## config.mk

```make
export PLATFORM = sky130hd
export DESIGN_NAME = ser_cfg_bank
export DESIGN_NICKNAME = d
export VERILOG_FILES = /design/src/rtl/ser_cfg_pkg.sv /design/src/rtl/ser_cfg_sync.sv /design/src/rtl/ser_cfg_shift.sv /design/src/rtl/ser_cfg_regs.sv /design/src/rtl/ser_cfg_bank.sv
export SDC_FILE = /design/constraint.sdc
export NUM_CORES = 1
export LEC_CHECK = 0
export BUFFER_PORTS_ARGS = -buffer_cell sky130_fd_sc_hd__buf_4
export CAP_MARGIN = 20
export CORE_AREA = 2 2 81 83
export DETAILED_ROUTE_END_ITERATION = 12
export DIE_AREA = 0 0 83 85
export GPL_TIMING_DRIVEN = 0
export PLACE_DENSITY_LB_ADDON = 0.2
export RECOVER_POWER = 100
export SLEW_MARGIN = 20
export SYNTH_ARGS = -nofsm -noshare
export SYNTH_HDL_FRONTEND = slang
export SYNTH_SLANG_ARGS = --single-unit
```

## constraint.sdc

```tcl
create_clock -name clk -period 2 [get_ports clk]
set_input_delay 0.5 -clock clk [delete_from_list [all_inputs] [get_ports clk]]
set_output_delay 0.5 -clock clk [all_outputs]
set_load 0.05 [all_outputs]
```

## src/rtl/ser_cfg_pkg.sv

```systemverilog
package ser_cfg_pkg;
   localparam int unsigned USER_REGS   = 4;
   localparam int unsigned MAP_BITS    = 13;
   localparam int unsigned REG_GAIN    = 0;
   localparam int unsigned REG_MODE    = 1;
   localparam int unsigned REG_ANALOG  = 2;
   localparam int unsigned REG_AUX     = 3;
   localparam int unsigned SRST_BIT    = 12;

   localparam int unsigned GAIN_LSB    = 0;
   localparam int unsigned GAIN_W      = 10;
   localparam int unsigned SELA_BIT    = 10;
   localparam int unsigned SELB_BIT    = 11;

   localparam int unsigned SLEEP_BIT   = 0;
   localparam int unsigned STBY_BIT    = 1;
   localparam int unsigned OMODE_LSB   = 2;
   localparam int unsigned OMODE_W     = 3;
   localparam int unsigned SHF_LSB     = 5;
   localparam int unsigned SHF_W       = 2;
   localparam int unsigned SWF_LSB     = 7;
   localparam int unsigned SWF_W       = 4;

   localparam int unsigned CLAMP_LSB   = 0;
   localparam int unsigned CLAMP_W     = 5;
   localparam int unsigned FMUL_LSB    = 5;
   localparam int unsigned FMUL_W      = 2;
   localparam int unsigned FTIM_LSB    = 7;
   localparam int unsigned FTIM_W      = 2;
   localparam int unsigned LPWR_BIT    = 9;
   localparam int unsigned PINVA_BIT   = 10;
   localparam int unsigned PINVB_BIT   = 11;
endpackage

```

## src/rtl/ser_cfg_sync.sv

```systemverilog
module ser_cfg_sync #(
   parameter int unsigned WIDTH   = 1,
   parameter int unsigned STAGES  = 2,
   parameter logic [WIDTH-1:0] RST_VAL = '0
) (
   input  logic             clk,
   input  logic             rst_n,
   input  logic [WIDTH-1:0] d,
   output logic [WIDTH-1:0] q
);
   logic [STAGES-1:0][WIDTH-1:0] pipe;

   generate
      if (STAGES < 2) begin : g_bad_depth
         $error("ser_cfg_sync needs at least two stages");
      end
   endgenerate

   always_ff @(posedge clk or negedge rst_n) begin
      if (!rst_n) pipe <= {STAGES{RST_VAL}};
      else        pipe <= {pipe[STAGES-2:0], d};
   end

   assign q = pipe[STAGES-1];
endmodule

```

## src/rtl/ser_cfg_shift.sv

```systemverilog
module ser_cfg_shift #(
   parameter int unsigned FRAME_W   = 16,
   parameter bit          LSB_FIRST = 1'b1,
   localparam int unsigned CNT_MAX  = FRAME_W + 1,
   localparam int unsigned CNT_W    = $clog2(CNT_MAX + 1)
) (
   input  logic               clk,
   input  logic               rst_n,
   input  logic               sel_n,
   input  logic               sck,
   input  logic               sdi,
   output logic               commit,
   output logic [FRAME_W-1:0] frame,
   output logic [CNT_W-1:0]   bit_cnt
);
   logic sel_q, sck_q;
   logic sel_fall, sel_rise, sck_rise;
   logic [FRAME_W-1:0] shreg, shreg_nx;

   always_ff @(posedge clk or negedge rst_n) begin
      if (!rst_n) begin
         sel_q <= 1'b1;
         sck_q <= 1'b0;
      end else begin
         sel_q <= sel_n;
         sck_q <= sck;
      end
   end

   assign sel_fall = sel_q & ~sel_n;
   assign sel_rise = ~sel_q & sel_n;
   assign sck_rise = ~sck_q & sck;

   generate
      if (LSB_FIRST) begin : g_lsb_first
         assign shreg_nx = {sdi, shreg[FRAME_W-1:1]};
      end else begin : g_msb_first
         assign shreg_nx = {shreg[FRAME_W-2:0], sdi};
      end
   endgenerate

   always_ff @(posedge clk or negedge rst_n) begin
      if (!rst_n) begin
         shreg   <= '0;
         bit_cnt <= '0;
      end else if (sel_fall) begin
         shreg   <= '0;
         bit_cnt <= '0;
      end else if (!sel_n && sck_rise) begin
         shreg <= shreg_nx;
         if (bit_cnt != CNT_W'(CNT_MAX)) bit_cnt <= bit_cnt + 1'b1;
      end
   end

   assign commit = sel_rise && (bit_cnt == CNT_W'(FRAME_W));
   assign frame  = shreg;
endmodule

```

## src/rtl/ser_cfg_regs.sv

```systemverilog
module ser_cfg_regs #(
   parameter int unsigned ADDR_W    = 3,
   parameter int unsigned PAYLOAD_W = 13,
   parameter int unsigned NUM_REGS  = 4,
   parameter int unsigned SRST_REG  = 2,
   parameter int unsigned SRST_BIT  = 12,
   parameter logic [NUM_REGS-1:0][PAYLOAD_W-1:0] DEFS = '0
) (
   input  logic                               clk,
   input  logic                               rst_n,
   input  logic                               wr,
   input  logic [ADDR_W-1:0]                  addr,
   input  logic [PAYLOAD_W-1:0]               data,
   output logic [NUM_REGS-1:0][PAYLOAD_W-1:0] regs,
   output logic                               srst_n
);
   assign srst_n = regs[SRST_REG][SRST_BIT];

   generate
      for (genvar i = 0; i < NUM_REGS; i++) begin : g_reg
         logic [PAYLOAD_W-1:0] word;
         logic                 hit;
         assign hit = wr && (addr == ADDR_W'(i));
         if (i == SRST_REG) begin : g_ctl
            always_ff @(posedge clk or negedge rst_n) begin
               if (!rst_n)   word <= DEFS[i];
               else if (hit) word <= data;
            end
         end else begin : g_held
            always_ff @(posedge clk or negedge rst_n) begin
               if (!rst_n)       word <= DEFS[i];
               else if (!srst_n) word <= DEFS[i];
               else if (hit)     word <= data;
            end
         end
         assign regs[i] = word;
      end
   endgenerate
endmodule

```

## src/rtl/ser_cfg_bank.sv

```systemverilog
module ser_cfg_bank
   import ser_cfg_pkg::*;
#(
   parameter int unsigned FRAME_W     = 16,
   parameter int unsigned ADDR_W      = 3,
   parameter int unsigned SYNC_STAGES = 2,
   parameter bit          LSB_FIRST   = 1'b1,
   parameter logic [12:0] DEF_GAIN    = 13'h0040,
   parameter logic [12:0] DEF_MODE    = 13'h0000,
   parameter logic [12:0] DEF_ANALOG  = 13'h1010,
   parameter logic [12:0] DEF_AUX     = 13'h0000
) (
   input  logic        clk,
   input  logic        rst_n,
   input  logic        ser_sel_n,
   input  logic        ser_clk,
   input  logic        ser_dat,
   output logic [9:0]  gain_code,
   output logic        in_sel_a,
   output logic        in_sel_b,
   output logic        sleep_en,
   output logic        stby_en,
   output logic [2:0]  out_mode,
   output logic [1:0]  sh_filt,
   output logic [3:0]  sw_filt,
   output logic [4:0]  clamp_lvl,
   output logic [1:0]  fast_mult,
   output logic [1:0]  fast_time,
   output logic        low_pwr,
   output logic        pol_inv_a,
   output logic        pol_inv_b,
   output logic        soft_rst_n,
   output logic [12:0] aux_cfg
);
   localparam int unsigned PAYLOAD_W = FRAME_W - ADDR_W;
   localparam int unsigned CNT_W     = $clog2(FRAME_W + 2);
   localparam logic [USER_REGS-1:0][PAYLOAD_W-1:0] DEFS =
      {PAYLOAD_W'(DEF_AUX), PAYLOAD_W'(DEF_ANALOG),
       PAYLOAD_W'(DEF_MODE), PAYLOAD_W'(DEF_GAIN)};

   generate
      if (PAYLOAD_W < MAP_BITS) begin : g_bad_payload
         $error("payload narrower than the field map");
      end
      if ((1 << ADDR_W) < USER_REGS) begin : g_bad_addr
         $error("address field too narrow for the user registers");
      end
   endgenerate

   logic [2:0]                                s_vec;
   logic                                      sel_s, sck_s, sdi_s;
   logic                                      commit;
   logic [FRAME_W-1:0]                        frame;
   logic [CNT_W-1:0]                          bit_cnt;
   logic [ADDR_W-1:0]                         frame_addr;
   logic [PAYLOAD_W-1:0]                      frame_data;
   logic [USER_REGS-1:0][PAYLOAD_W-1:0]       regs;
   logic                                      srst_n;

   ser_cfg_sync #(.WIDTH(3), .STAGES(SYNC_STAGES), .RST_VAL(3'b100)) u_sync (
      .clk(clk), .rst_n(rst_n),
      .d({ser_sel_n, ser_clk, ser_dat}), .q(s_vec)
   );
   assign sel_s = s_vec[2];
   assign sck_s = s_vec[1];
   assign sdi_s = s_vec[0];

   ser_cfg_shift #(.FRAME_W(FRAME_W), .LSB_FIRST(LSB_FIRST)) u_shift (
      .clk(clk), .rst_n(rst_n), .sel_n(sel_s), .sck(sck_s), .sdi(sdi_s),
      .commit(commit), .frame(frame), .bit_cnt(bit_cnt)
   );

   assign frame_addr = frame[FRAME_W-1 -: ADDR_W];
   assign frame_data = frame[PAYLOAD_W-1:0];

   ser_cfg_regs #(
      .ADDR_W(ADDR_W), .PAYLOAD_W(PAYLOAD_W), .NUM_REGS(USER_REGS),
      .SRST_REG(REG_ANALOG), .SRST_BIT(SRST_BIT), .DEFS(DEFS)
   ) u_regs (
      .clk(clk), .rst_n(rst_n), .wr(commit), .addr(frame_addr),
      .data(frame_data), .regs(regs), .srst_n(srst_n)
   );

   assign gain_code  = regs[REG_GAIN][GAIN_LSB +: GAIN_W];
   assign in_sel_a   = regs[REG_GAIN][SELA_BIT];
   assign in_sel_b   = regs[REG_GAIN][SELB_BIT];
   assign sleep_en   = regs[REG_MODE][SLEEP_BIT];
   assign stby_en    = regs[REG_MODE][STBY_BIT];
   assign out_mode   = regs[REG_MODE][OMODE_LSB +: OMODE_W];
   assign sh_filt    = regs[REG_MODE][SHF_LSB +: SHF_W];
   assign sw_filt    = regs[REG_MODE][SWF_LSB +: SWF_W];
   assign clamp_lvl  = regs[REG_ANALOG][CLAMP_LSB +: CLAMP_W];
   assign fast_mult  = regs[REG_ANALOG][FMUL_LSB +: FMUL_W];
   assign fast_time  = regs[REG_ANALOG][FTIM_LSB +: FTIM_W];
   assign low_pwr    = regs[REG_ANALOG][LPWR_BIT];
   assign pol_inv_a  = regs[REG_ANALOG][PINVA_BIT];
   assign pol_inv_b  = regs[REG_ANALOG][PINVB_BIT];
   assign soft_rst_n = srst_n;
   assign aux_cfg    = regs[REG_AUX][12:0];
endmodule

```

==> impl_metrics.py <==
metrics = {
    "place": {
        "portBuffers": 53,
        "gpl.final_weighted_congestion": 0.7256,
        "dp_hpwl_um": 4545,
        "dpl_cell_area_um2": 3762,
    },
    "min_path": {
        "min-delay-start": "ser_sel_n",
        "holdCritPathClass": "in2reg",
        "hold_path_depth": 1,
        "timing.hold.worst_endpoint": "u_sync.pipe[2]",
    },
    "yosys": {
        "ys_seq_area_share_pct": 59.95,
        "synthesis.nets": 284,
        "yosysUniqueCellTypes": 31,
        "dominant_synthesized_flop_cell": "sky130_fd_sc_hd__dfrtp_1",
        "post_synth.cell_area_avg_um2": 11.84,
        "mappedNetlistArea_um2": 3268,
        "synth_top_cells_by_area": "sky130_fd_sc_hd__dfrtp_1 55%, sky130_fd_sc_hd__mux2i_1 11%, sky130_fd_sc_hd__nand2_1 9.3%, sky130_fd_sc_hd__dfstp_2 4.8%, sky130_fd_sc_hd__mux2_4 4.6%",
        "synthesis.yosys.warnings": 0,
        "synth.top_cells.by_count": "81 x sky130_fd_sc_hd__nand2_1, 72 x sky130_fd_sc_hd__dfrtp_1, 36 x sky130_fd_sc_hd__mux2i_1",
        "synth.ff_latch_count": 78,
        "synthArstFlopShare_pct": 100.0,
        "synth_top_cell_area_share_pct": 55.13,
        "post-synth-top-count-cell": "sky130_fd_sc_hd__nand2_1",
        "synth.largest_area_cell": "sky130_fd_sc_hd__dfrtp_1",
        "netlist_instances": 276,
        "number_of_synthesized_flops_with_an_enable_pin": 0,
    },
    "detailed_routing": {
        "wl_per_cell_um": 15.57,
        "final_antenna_net_count": 0,
        "drt_first_iter_violations": 142,
        "post-route-drc-count": 0,
        "via_count": 2203,
        "vias_per_cell": 5.220,
        "drt_pass1_iterations": 4,
        "wl_um": 6570,
    },
    "finish": {
        "finalNetCount": 348,
        "finish.instance_area_um2": 3764,
        "layout-drive-gt1-share_pct": 12.46,
        "area_delta_synth_final_pct": 15.16,
        "nFillCells": 546,
        "insertedDiodeCount": 0,
    },
    "floorplan": {
        "dieArea_um2": 7055,
        "initial_core_utilization_pct": 52.67,
        "core_area_um2": 6205,
        "die-height_um": 85,
        "design.portCount": 54,
        "rows": 29,
        "die_width_um": 83,
    },
    "clocking": {
        "clock_sink_count": 78,
        "clock_tree.root_cell": "sky130_fd_sc_hd__clkbuf_8",
        "postCtsHoldBufs": 0,
        "clkTransAtPathRegs_ns": 0.08,
        "cts_tree": "done",
        "clk-insertion-delay-late_ns": 0.35,
        "ctsResizeCount": 0,
        "total_cts_buffers": 9,
        "postCtsSetupBuffers": 0,
        "cts_max_level": 3,
        "clock_path_buffers": 2,
    },
    "critical_path": {
        "setup.reg_to_reg.worst_slack_ns": 0.15,
        "worst_r2r_path_depth": 6,
        "critical_path_peak_fanout": 10,
        "timing.critical_path.from_type": "flip-flop",
        "worst-endpoint-arrival_ns": 2.07,
        "r2r-start": "u_shift.bit_cnt[0]",
        "worst_r2r_endpoint": "u_regs.g_reg[2].word[5]",
        "crit_type": "reg2reg",
        "crit_slowest_cell": "sky130_fd_sc_hd__dfrtp_1",
        "worst_setup_path_end_kind": "flip-flop",
        "required_ns": 2.22,
        "cp.buffers_inverters": 2,
        "critPathMaxStageDelay_ns": 0.43,
        "critical-path-top-delay-family": "simple AND/OR/NAND/NOR gates",
        "timing.critical_path.cells": "inv_1, ha_1, and4bb_1, nand4b_4, buf_6, mux2_1",
    },
    "global_routing": {
        "grtUsageTotal_pct": 20.00,
        "grt_ovf": 0,
        "global_route_wire_length_before_repair_um": 11160,
        "grt_start_max_net_pins": 79,
        "antenna_found_initial": 0,
        "first_global_vias": 2224,
    },
    "timing": {
        "min_period_over_period_pct": 92.35,
        "report.final.slew_viol_count": 0,
        "report.final.hold_viol_count": 0,
        "setup_tns_ns": 0,
        "setup_viol_count_final": 0,
        "maxClockFrequency_ghz": 0.5414,
        "relative_slew_slack_pct": 36.38,
        "worst_clock_skew_ns": 0.01489,
        "rsz_0062_raised_after_global_routing": "false",
        "timing.final.crit_period_ns": 1.847,
        "worst-slew-pin-transition_ns": 0.9543,
    },
    "power": {
        "power_density_over_the_cells_nw_per_um2": 778.8,
        "irDropWorstVdd_mv": 0.4677,
        "total_power_mw": 2.931,
        "p_leak_nw": 1.918,
    },
    "job": {
        "timing.max_cap.violations": 0,
    },
    "status": {
        "run_status": "completed",
    },
}
## cells by family after synthesis
family	share of synthesized area [%]
AOI/OAI and AO/OA	3.675
adders and majority gates	1.149
buffers and inverters	2.833
DFF	59.95
muxes	16.65
and+or+nand+nor	15.73
## worst max path at each step
stage               cells past startpoint          startpoint                  endpoint
floorplan                               6  u_shift.bit_cnt[0]  u_regs.g_reg[2].word[10]
global route                            6  u_shift.bit_cnt[1]   u_regs.g_reg[0].word[1]
global placement                        6  u_shift.bit_cnt[0]   u_regs.g_reg[2].word[9]
CTS                                     6  u_shift.bit_cnt[1]  u_regs.g_reg[2].word[10]
detailed placement                      6  u_shift.bit_cnt[1]  u_regs.g_reg[2].word[10]
finish                                  6  u_shift.bit_cnt[0]   u_regs.g_reg[2].word[5]
## report_power, final
part           switching, mW  total [mW]  internal, mW
logic                 0.0573      0.0775        0.0202
registers             0.0136        1.61          1.59
clock network          0.564        1.25         0.684
total                  0.635        2.93          2.30
## flip-flops by register name, indices dropped and copies added, names as in the netlist
name / flops
u_shift.bit_cnt: 5
u_regs.g.word: 49
u_sync.pipe: 3
u_sync.q: 3
u_shift.sck_q: 1
u_shift.sel_q: 1
u_shift.frame: 16
## routing by layer
| layer | routed length (um) | GRT usage [%] | up-vias |
|---|---|---|---|
| met3 | 275 | 3.794 | 14 |
| met5 | 0 | 0 | - |
| li1 | - | - | 1063 |
| met4 | 119 | 7.750 | 0 |
| met1 | 3040 | 28.10 | 1074 |
| met2 | 3135 | 31.23 | 52 |
## layout by cell type (no fill, tap or decap), types with 2 or more instances in the layout
cell type / instances
sky130_fd_sc_hd__nand2_1: 81
sky130_fd_sc_hd__dfrtp_1: 72
sky130_fd_sc_hd__clkbuf_1: 55
sky130_fd_sc_hd__mux2i_1: 36
sky130_fd_sc_hd__a21oi_1: 20
sky130_fd_sc_hd__clkbuf_8: 12
sky130_fd_sc_hd__mux2_1: 8
sky130_fd_sc_hd__nand3_1: 5
sky130_fd_sc_hd__dfstp_2: 5
sky130_fd_sc_hd__o21ai_0: 4
sky130_fd_sc_hd__mux2_2: 3
sky130_fd_sc_hd__buf_2: 3
sky130_fd_sc_hd__nor2b_1: 3
sky130_fd_sc_hd__or3_1: 3
sky130_fd_sc_hd__ha_1: 3
sky130_fd_sc_hd__clkbuf_4: 3
sky130_fd_sc_hd__clkbuf_2: 3
sky130_fd_sc_hd__inv_1: 2
sky130_fd_sc_hd__buf_6: 2
sky130_fd_sc_hd__mux2_4: 2
sky130_fd_sc_hd__buf_4: 2
## metrics by stage
stage / std cells / setup WS, ns / utilization (%) / hold slack [ns]
4_1_cts: 422 / 0.2124 / 64.15 / 0.2500
6_report: 422 / 0.1531 / 60.66 / 0.2597
3_5_place_dp: 406 / 0.2396 / 60.64 / 0.3371
5_1_grt: 422 / 0.06032 / 60.66 / 0.2511
2_1_floorplan: 276 / 0.4027 / - / 0.2044
3_3_place_gp: 406 / 0.2542 / 60.64 / 0.3343
## layout make-up
type	count	area, um2	area share [%]
buffer	15	78.83	2.094
clock buffer	12	165.2	4.388
clock inverter	4	52.55	1.396
inverter	2	7.507	0.1995
multi-input combinational	181	1186	31.52
sequential	78	1959	52.06
tap	77	96.34	2.560
timing repair buffer	53	217.7	5.785
## worst reg2reg max path: stages (launching register included)
cell	delay (ns)
sky130_fd_sc_hd__dfrtp_1	0.43
sky130_fd_sc_hd__inv_1	0.10
sky130_fd_sc_hd__ha_1	0.14
sky130_fd_sc_hd__and4bb_1	0.35
sky130_fd_sc_hd__nand4b_4	0.19
sky130_fd_sc_hd__buf_6	0.20
sky130_fd_sc_hd__mux2_1	0.31
No activity file was read; power rests on OpenSTA's default activity.
